**src/rtl/dvs_occ_pkg.sv**
```systemverilog
package dvs_occ_pkg;

    typedef enum logic [1:0] {
        ZONE_MID,
        ZONE_LOW,
        ZONE_HIGH
    } zone_t;

    typedef enum logic [1:0] {
        ST_EVEN,
        ST_PROD_SLOW,
        ST_CONS_SLOW,
        ST_SETTLE
    } state_t;

    typedef enum logic [2:0] {
        ACT_HOLD,
        ACT_PROD_DOWN,
        ACT_CONS_DOWN,
        ACT_PROD_UP,
        ACT_CONS_UP
    } act_t;

endpackage

```
**src/rtl/dvs_zone_detect.sv**
```systemverilog
module dvs_zone_detect
    import dvs_occ_pkg::*;
#(
    parameter int OCC_W       = 7,
    parameter int NEAR_LO_MAX = 6,
    parameter int NEAR_HI_MIN = 58,
    parameter int LOW_WM      = 2,
    parameter int HIGH_WM     = 62
) (
    input  logic [OCC_W-1:0] occ,
    output zone_t            zone,
    output logic             at_low_wm,
    output logic             at_high_wm
);
    localparam logic [OCC_W-1:0] LO_EDGE = OCC_W'(NEAR_LO_MAX);
    localparam logic [OCC_W-1:0] HI_EDGE = OCC_W'(NEAR_HI_MIN);
    localparam logic [OCC_W-1:0] LO_MARK = OCC_W'(LOW_WM);
    localparam logic [OCC_W-1:0] HI_MARK = OCC_W'(HIGH_WM);

    always_comb begin
        if (occ <= LO_EDGE)      zone = ZONE_LOW;
        else if (occ >= HI_EDGE) zone = ZONE_HIGH;
        else                     zone = ZONE_MID;
        at_low_wm  = (occ <= LO_MARK);
        at_high_wm = (occ >= HI_MARK);
    end
endmodule

```
**src/rtl/dvs_dwell_timer.sv**
```systemverilog
module dvs_dwell_timer
    import dvs_occ_pkg::*;
#(
    parameter int DWELL = 50000
) (
    input  logic  clk,
    input  logic  rst_n,
    input  logic  en,
    input  zone_t zone,
    output logic  expired
);
    localparam int CW = $clog2(DWELL + 1);
    localparam logic [CW-1:0] LIMIT = CW'(DWELL);

    logic [CW-1:0] cnt_q;
    logic [CW-1:0] run;
    zone_t         last_q;

    always_comb begin
        if (zone == ZONE_MID)    run = '0;
        else if (zone != last_q) run = CW'(1);
        else if (cnt_q == LIMIT) run = cnt_q;
        else                     run = cnt_q + 1'b1;
        expired = en && (zone != ZONE_MID) && (run >= LIMIT);
    end

    always_ff @(posedge clk) begin
        if (!rst_n || !en) begin
            cnt_q  <= '0;
            last_q <= ZONE_MID;
        end else begin
            cnt_q  <= run;
            last_q <= zone;
        end
    end
endmodule

```
**src/rtl/dvs_settle_timer.sv**
```systemverilog
module dvs_settle_timer #(
    parameter int SETTLE = 3000
) (
    input  logic clk,
    input  logic rst_n,
    input  logic run,
    output logic last
);
    localparam int SW = (SETTLE > 1) ? $clog2(SETTLE) : 1;
    localparam logic [SW-1:0] END_CNT = SW'(SETTLE - 1);

    logic [SW-1:0] cnt_q;

    assign last = run && (cnt_q == END_CNT);

    always_ff @(posedge clk) begin
        if (!rst_n || !run || last) cnt_q <= '0;
        else                        cnt_q <= cnt_q + 1'b1;
    end
endmodule

```
**src/rtl/dvs_occ_ctrl.sv**
```systemverilog
module dvs_occ_ctrl
    import dvs_occ_pkg::*;
#(
    parameter int CAPACITY      = 64,
    parameter int NEAR_PCT      = 10,
    parameter int DWELL_CYCLES  = 50000,
    parameter int SETTLE_CYCLES = 3000,
    parameter int STEP_PCT      = 10,
    parameter int FLOOR_PCT     = 50,
    parameter int LOW_WM        = 2,
    parameter int HIGH_WM       = 62,
    parameter int LVL_W         = 7,
    localparam int OCC_W        = $clog2(CAPACITY + 1)
) (
    input  logic             clk,
    input  logic             rst_n,
    input  logic [OCC_W-1:0] occupancy,
    output logic [LVL_W-1:0] prod_level,
    output logic [LVL_W-1:0] cons_level,
    output logic             settle_busy
);
    localparam int NEAR_BAND = CAPACITY * NEAR_PCT / 100;
    localparam logic [LVL_W-1:0] FULL  = LVL_W'(100);
    localparam logic [LVL_W-1:0] FLOOR = LVL_W'(FLOOR_PCT);
    localparam logic [LVL_W-1:0] STEP  = LVL_W'(STEP_PCT);

    state_t state_q, state_d;
    act_t   act;
    zone_t  zone;
    logic   at_low_wm, at_high_wm, dwell_hit, settle_last;
    logic [LVL_W-1:0] prod_q, cons_q;

    dvs_zone_detect #(
        .OCC_W      (OCC_W),
        .NEAR_LO_MAX(NEAR_BAND),
        .NEAR_HI_MIN(CAPACITY - NEAR_BAND),
        .LOW_WM     (LOW_WM),
        .HIGH_WM    (HIGH_WM)
    ) u_zone (
        .occ       (occupancy),
        .zone      (zone),
        .at_low_wm (at_low_wm),
        .at_high_wm(at_high_wm)
    );

    dvs_dwell_timer #(.DWELL(DWELL_CYCLES)) u_dwell (
        .clk    (clk),
        .rst_n  (rst_n),
        .en     (state_q != ST_SETTLE),
        .zone   (zone),
        .expired(dwell_hit)
    );

    dvs_settle_timer #(.SETTLE(SETTLE_CYCLES)) u_settle (
        .clk  (clk),
        .rst_n(rst_n),
        .run  (state_q == ST_SETTLE),
        .last (settle_last)
    );

    // decision for this cycle
    always_comb begin
        act = ACT_HOLD;
        unique case (state_q)
            ST_EVEN: begin
                if (dwell_hit && zone == ZONE_HIGH)     act = ACT_PROD_DOWN;
                else if (dwell_hit && zone == ZONE_LOW) act = ACT_CONS_DOWN;
            end
            ST_PROD_SLOW: begin
                if (at_low_wm) act = ACT_PROD_UP;
                else if (dwell_hit && zone == ZONE_HIGH && prod_q > FLOOR)
                    act = ACT_PROD_DOWN;
            end
            ST_CONS_SLOW: begin
                if (at_high_wm) act = ACT_CONS_UP;
                else if (dwell_hit && zone == ZONE_LOW && cons_q > FLOOR)
                    act = ACT_CONS_DOWN;
            end
            ST_SETTLE: act = ACT_HOLD;
            default:   act = ACT_HOLD;
        endcase
    end

    // next state
    always_comb begin
        state_d = state_q;
        if (act != ACT_HOLD) begin
            state_d = ST_SETTLE;
        end else if (state_q == ST_SETTLE && settle_last) begin
            if (prod_q != FULL)      state_d = ST_PROD_SLOW;
            else if (cons_q != FULL) state_d = ST_CONS_SLOW;
            else                     state_d = ST_EVEN;
        end
    end

    // state register
    always_ff @(posedge clk) begin
        if (!rst_n) state_q <= ST_EVEN;
        else        state_q <= state_d;
    end

    // output registers
    always_ff @(posedge clk) begin
        if (!rst_n) begin
            prod_q <= FULL;
            cons_q <= FULL;
        end else begin
            unique case (act)
                ACT_PROD_DOWN: prod_q <= prod_q - STEP;
                ACT_CONS_DOWN: cons_q <= cons_q - STEP;
                ACT_PROD_UP:   prod_q <= FULL;
                ACT_CONS_UP:   cons_q <= FULL;
                default:       ;
            endcase
        end
    end

    assign prod_level  = prod_q;
    assign cons_level  = cons_q;
    assign settle_busy = (state_q == ST_SETTLE);
endmodule

```
**config.mk**
```make
export PLATFORM = sky130hd
export DESIGN_NAME = dvs_occ_ctrl
export DESIGN_NICKNAME = d
export VERILOG_FILES = /design/src/rtl/dvs_occ_pkg.sv /design/src/rtl/dvs_zone_detect.sv /design/src/rtl/dvs_dwell_timer.sv /design/src/rtl/dvs_settle_timer.sv /design/src/rtl/dvs_occ_ctrl.sv
export SDC_FILE = /design/constraint.sdc
export NUM_CORES = 1
export LEC_CHECK = 0
export ABC_CLOCK_PERIOD_IN_PS = 5400
export CAP_MARGIN = 25
export CORE_ASPECT_RATIO = 1.2
export CORE_MARGIN = 2
export CORE_UTILIZATION = 50
export DETAILED_ROUTE_END_ITERATION = 6
export GPL_TIMING_DRIVEN = 0
export PLACE_DENSITY = 0.71
export SLEW_MARGIN = 5
export SYNTH_ARGS = -nofsm -noshare
export SYNTH_HDL_FRONTEND = slang
export SYNTH_HIERARCHICAL = 1
export SYNTH_SLANG_ARGS = --single-unit
```
**constraint.sdc**
```tcl
create_clock -name clk -period 5.4 [get_ports clk]
set_clock_uncertainty 0.2 [all_clocks]
set_input_delay 1.08 -clock clk [delete_from_list [all_inputs] [get_ports clk]]
set_output_delay 1.08 -clock clk [all_outputs]
set_load 0.005 [all_outputs]
```
After elaboration in Yosys (flattened, before gate mapping)
Index checks and enable logic that the tools add are counted.
{ "totals": {"reg_bits": 46, "inputBits": 9, "out_inout_bits": 15, "elab_cells": 71} }
{ "classes": {"addsub": 4, "magnitude_cmp": 7, "eq_ne": 15, "n_mux": 18, "n_reduce_logical": 21} }
{ "ops": {"columns": ["op", "count"], "rows": [
  ["16-bit two-way mux", 3],
  ["7-bit case mux with 2 select lines", 2],
  ["2-bit two-way mux", 10],
  ["16-bit by 1-bit adder with 16-bit output (second input constant)", 1],
  ["16-bit equality test (second input constant)", 1],
  ["16-bit >= comparator (second input constant)", 1],
  ["7-bit by 6-bit >= comparator with 1-bit output (second input constant)", 2],
  ["7-bit by 6-bit greater-than comparator with 1-bit output (second input constant)", 2],
  ["7-bit inequality test (second input constant)", 2],
  ["7-bit by 4-bit subtractor with 7-bit output (second input constant)", 2],
  ["12-bit by 1-bit adder with 12-bit output (second input constant)", 1],
  ["12-bit equality test (second input constant)", 1],
  ["3-bit case mux with 4 select lines", 1],
  ["1-bit logical AND", 8],
  ["2-bit nonzero test", 4],
  ["7-bit by 2-bit <= comparator with 1-bit output (second input constant)", 1],
  ["7-bit by 3-bit <= comparator with 1-bit output (second input constant)", 1],
  ["2-bit equality test (second input constant)", 3],
  ["3-bit by 2-bit equality test with 1-bit output (second input constant)", 2],
  ["2-bit by 1-bit equality test with 1-bit output (second input constant)", 2],
  ["2-bit zero test", 2],
  ["3-bit by 1-bit equality test with 1-bit output (second input constant)", 1],
  ["3-bit equality test (second input constant)", 1],
  ["1-bit zero test", 3],
  ["other kinds (6)", 8]
]} }

Logic depth before layout (Yosys ltp)
{ "depth": {"depth_word": 15, "depth_mapped": 12, "ltp_nobuf": 12} }

Hierarchy
Netlist, hierarchy kept.
{ "by_module_without_submodules": {"columns": ["mod", "instances", "cells_per_inst", "area_per_inst_um2", "seq_area_each_um2"], "rows": [
  ["dvs_dwell_timer", 1, 129, 1102.3, 360.3],
  ["dvs_occ_ctrl", 1, 100, 839.6, 280.3],
  ["dvs_settle_timer", 1, 61, 554.3, 240.2],
  ["dvs_zone_detect", 1, 7, 66.3, 0.0]
]} }

Worst setup path after synthesis
Ideal clock, no wire load.
{ "synth_path": {"kind": "input to register", "from": "input port occupancy[5]", "to": "register prod_q[6], in the netlist prod_level[6]", "setup_ns": 0.062, "arrival_ns": 3.632, "t_required_ns": 5.138, "setup_slack_ns": 1.506, "cell_stages": 11, "path_cell_list": "or4_4 -> a31oi_2 -> a31oi_1 -> a21oi_2 -> o31ai_1 -> a2111oi_1 -> nand3b_1 -> a21oi_4 -> o211ai_2 -> or4_1 -> nand3_1"} }
{ "synth_between": {"elab_cells_between_ends": 31, "cone_classes": "order compare: 5; eq/ne: 5; mux: 12; reduce/logical: 9"} }
{ "synth_lines": {"columns": ["item", "line", "text"], "rows": [
  ["start: declaration", "dvs_occ_ctrl.sv:17", "input logic [OCC_W-1:0] occupancy,"],
  ["7-bit by 3-bit <= comparator with 1-bit output (*)", "dvs_zone_detect.sv:21", "if (occ <= LO_EDGE) zone = ZONE_LOW;"],
  ["2-bit two-way mux (*)", "dvs_zone_detect.sv:21", null],
  ["via zone[0]", "dvs_occ_ctrl.sv:29", "zone_t zone;"],
  ["2-bit inequality test", "dvs_dwell_timer.sv:21", "else if (zone != last_q) run = CW'(1);"],
  ["16-bit two-way mux", "dvs_dwell_timer.sv:21", null],
  ["16-bit two-way mux", "dvs_dwell_timer.sv:20", "if (zone == ZONE_MID) run = '0;"],
  ["16-bit >= comparator", "dvs_dwell_timer.sv:24", "expired = en && (zone != ZONE_MID) && (run >= LIMIT);"],
  ["1-bit logical AND (*)", "dvs_dwell_timer.sv:24", null],
  ["via dwell_hit", "dvs_occ_ctrl.sv:30", "logic at_low_wm, at_high_wm, dwell_hit, settle_last;"],
  ["1-bit logical AND (on tied branches)", null, null],
  ["1-bit logical AND (on tied branches)", "dvs_occ_ctrl.sv:71, dvs_occ_ctrl.sv:76", null],
  ["1-bit two-way mux or 2-bit two-way mux (tied branches)", "dvs_occ_ctrl.sv:71, dvs_occ_ctrl.sv:76", null],
  ["2-bit two-way mux or 3-bit two-way mux (tied branches)", "dvs_occ_ctrl.sv:70, dvs_occ_ctrl.sv:75", null],
  ["3-bit case mux with 4 select lines (*)", "dvs_occ_ctrl.sv:64", "unique case (state_q)"],
  ["3-bit by 2-bit equality test with 1-bit output or 3-bit by 1-bit equality test with 1-bit output (tied branches)", "dvs_occ_ctrl.sv:108", "unique case (act)"],
  ["7-bit case mux with 2 select lines or 2-bit nonzero test (tied branches)", null, null],
  ["end signal: assignment", "dvs_occ_ctrl.sv:109", "ACT_PROD_DOWN: prod_q <= prod_q - STEP;"],
  ["end: declaration", "dvs_occ_ctrl.sv:31", "logic [LVL_W-1:0] prod_q, cons_q;"]
]} }
Mark *: on every way through the listed nets, which the timed path passes. The rest lies on a longest branch.
A chain may end at the register's enable or synchronous reset.

Worst setup path after layout
Ends and elaborated chain as after synthesis.

==> metrics.md <==
| Metric | Value |
|---|---|
| TritonRoute pass-1 iters | `4` |
| Hold WC Path Type | `register to register` |
| Sw frac | `a little under a quarter` |
| WP data required | `around 5400 ps` |
| Place WS | `roughly 760 ps` |
| RSZ-0062 raised after global routing | `no` |
| Slowest CP cell | `or4_4` |
| Avg WL per Cell | `13.5 um` |
| Worst-path maximum fanout | `8` |
| PortBufs | `21` |
| Setup total negative slack | `0 ps` |
| Nets@finish | `between 300 and 400` |
| Fin cells | `around 390` |
| Vias in the first global route | `roughly 2.1k` |
| CP peak stage delay | `between 500 and 600 ps` |
| Peak VDD IR | `roughly 0.15 mV` |
| Die Width | `about 69 um` |
| CTS tree | `built` |
| Syn_area_per_cell | `about 8.6 um2` |
| Layout cells sized above 1 | `13.1%` |
| CP delay by family, top | `compound AO/OA/AOI/OAI gates` |
| Worst setup EP type | `register` |
| Worst endpoint data arrival time | `between 4000 and 5000 ps` |
| # fillers | `between 400 and 500` |
| Final period utilization | `80.6%` |
| CTS root buffer | `clkbuf_8` |
| Fmax | `~0.23 GHz` |
| Status | `complete, no violations` |
| Most frequent cells in the layout | `dfxtp_1, nor2_1, clkdlybuf4s50_1, nand2_1, nand3_1` |
| Via Count | `approximately 2.2k` |
| Hpwl dp | `3760 um` |
| Final setup vio count | `0` |
| Routed vias/inst | `around 5.7` |
| Detailed router's first-iteration violation count | `92` |
| Clk slew on worst S/H paths | `90 ps` |
| Syn. warnings | `6` |
| Syn Inst Count | `297` |
| First-pass GRT wire length | `between 8000 and 9000 um` |
| Post-route DRC | `0` |
| H-tree depth | `2` |
| Crit path buffers/inverters | `1` |
| Power Dens Cells | `roughly 190 nW/um2` |
| Static Leak | `~1 nW` |
| Setup CP Type | `input port to register` |
| Die area | `between 5000 and 6000 um2` |
| Worst path cell trace | `clkdlybuf4s50_1, or4_4, a31oi_2, a31oi_1, a21oi_2, o31ai_1, a2111oi_1, nand3b_1, a21oi_4, o211ai_2, or4_1, nand3_1` |
| GR Overflow Total | `0` |
| Clock buffer count from CTS | `5` |
| Total core area | `4940 um2` |
| Startpoint Class | `input port` |
| Setup bufs post-CTS | `0` |
| Fraction of registers with async set/reset | `0%` |
| Max-cap violations | `0` |
| Commonest non-fill, non-tap cell in the layout | `dfxtp_1` |
| DRT antenna net count | `0` |
| Hold-fix buffers at CTS | `0` |
| WL final | `roughly 5200 um` |
| Mapped Area | `2560 um2` |
| Area Growth Syn to Fin | `14.7%` |
| Combinational power share | `approximately 4.2%` |
| Synth cell types | `72` |
| Ys flop type | `dfxtp_1` |
| Site row count | `28` |
| # IOs | `24` |
| Later-pin clock latency in the skew report | `roughly 300 ps` |
| Total GRT Usage | `between 10% and 20%` |
| # diodes | `0` |
| Seq pwr share | `around three fifths` |
| Max Slew Vio Count | `0` |
| Final Core Density | `between 50% and 60%` |
| Internal power | `roughly 0.43 mW` |
| Min Clock Period, post-route | `roughly 4400 ps` |
| Final worst slack | `1050 ps` |
| Clock Path Buffers | `2` |
| NetSw | `between 0.1 and 0.15 mW` |
| Final Hold Viols | `0` |
| Initial antenna violation count | `0` |
| Largest net degree at the start of global routing | `15` |
| Register area share after synthesis | `between 30% and 40%` |
| Final hold slack | `a little under 300 ps` |
| # clock sinks | `between 40 and 50` |
| Die H | `around 80 um` |
| Placed Cells incl. Taps | `approximately 380` |
| Yosys reg bits | `44` |
| Placer Congestion | `between 0.8 and 0.9` |
| EDFF count, synth | `0` |
| Clk network pwr share | `~37%` |
| Initial Util | `about half` |
| PostCTS Resize Cnt | `0` |
power by group through the flow:
stage | Combinational, mW | Clock, mW | Sequential, mW
floorplan | 0.0131 | 0 | 0.335
global placement | 0.0236 | 0 | 0.335
detailed placement | 0.0239 | 0 | 0.335
CTS | 0.0240 | 0.217 | 0.328
global route | 0.0263 | 0.233 | 0.328
finish | 0.0237 | 0.209 | 0.328
kinds of logic (layout without fill, tap and decap cells):
logic type      after synthesis  count (layout)  synth area share (%)
xor+xnor                     25              25                  8.54
compound gates               68              68                  19.3
buf+inv                      21              50                  4.59
other cells                   1               2                 0.146
simple gates                132             132                  30.2
fa+ha+maj                     5               5                  2.44
mux                           1               1                 0.391
flops                        44              44                  34.4
cell type report:
| class | instances | area [um2] | share of cell area, % |
|---|---|---|---|
| clock buffers | 5 | 68.8 | 2.34 |
| well taps | 60 | 75.1 | 2.55 |
| inverters | 11 | 41.3 | 1.40 |
| plain buffers | 10 | 76.3 | 2.60 |
| flip-flops and latches | 44 | 881 | 30.0 |
| multi-input cells | 233 | 1570 | 53.3 |
| repair buffers | 21 | 210 | 7.15 |
| clock inverters | 3 | 18.8 | 0.639 |
tightest hold or removal path: cells and delay by family, from the launching register on:
family	cells	cell delay (ps)
flops	1	330
compound gates	2	120
Yosys cell counts, drive strengths merged (5+ instances only):
| library cell | n | share of area [%] |
|---|---|---|
| a21oi | 19 | 4.3 |
| a31oi | 5 | 1.5 |
| and3 | 6 | 1.6 |
| buf | 6 | 2.0 |
| dfxtp | 44 | 34 |
| ha | 5 | 2.4 |
| inv | 10 | 1.5 |
| nand2 | 21 | 3.2 |
| nand3 | 19 | 3.9 |
| nand3b | 5 | 1.5 |
| nand4 | 7 | 2.8 |
| nor2 | 32 | 4.7 |
| nor3 | 6 | 1.2 |
| o211ai | 8 | 2.7 |
| o21ai | 14 | 2.9 |
| o31ai | 8 | 2.3 |
| or4 | 7 | 2.2 |
| xnor2 | 14 | 4.8 |
| xor2 | 11 | 3.8 |
metal layers:
layer	GRT usage, %	vias to the layer above	routed length, um
met3	3.52	7	134
met5	0	-	0
met2	34.6	25	2560
met4	8.04	0	72
met1	22.7	1035	2440
li1	-	1153	-
path summary, 6_finish.rpt:
| path | startpoint | end | slack (ps) | cells after the start |
|---|---|---|---|---|
| setup / recovery | occupancy[5] | prod_level[6] | 1050 | 12 |
| hold / removal | u_settle/cnt_q[11] | u_settle/cnt_q[11] | 290 | 2 |
| setup reg to reg | u_dwell/cnt_q[0] | prod_level[6] | 1990 | 11 |
| hold reg to reg | u_settle/cnt_q[11] | u_settle/cnt_q[11] | 290 | 2 |
stage by stage:
| step | power, mW | cell area, um2 |
|---|---|---|
| finish | 0.561 | 2940 |
| global route | 0.587 | 2940 |
| CTS | 0.568 | 2940 |
| detailed placement | 0.359 | 2850 |
| global placement | 0.359 | 2850 |
| floorplan | 0.348 | 2570 |
flip-flops by register name (all words and copies together) (netlist names):
| signal | cells |
|---|---|
| u_settle/cnt_q | 12 |
| cons_level | 6 |
| u_dwell/cnt_q | 16 |
| state_q | 2 |
| u_dwell/last_q | 2 |
| prod_level | 6 |
(Power assumes the default switching activity.)
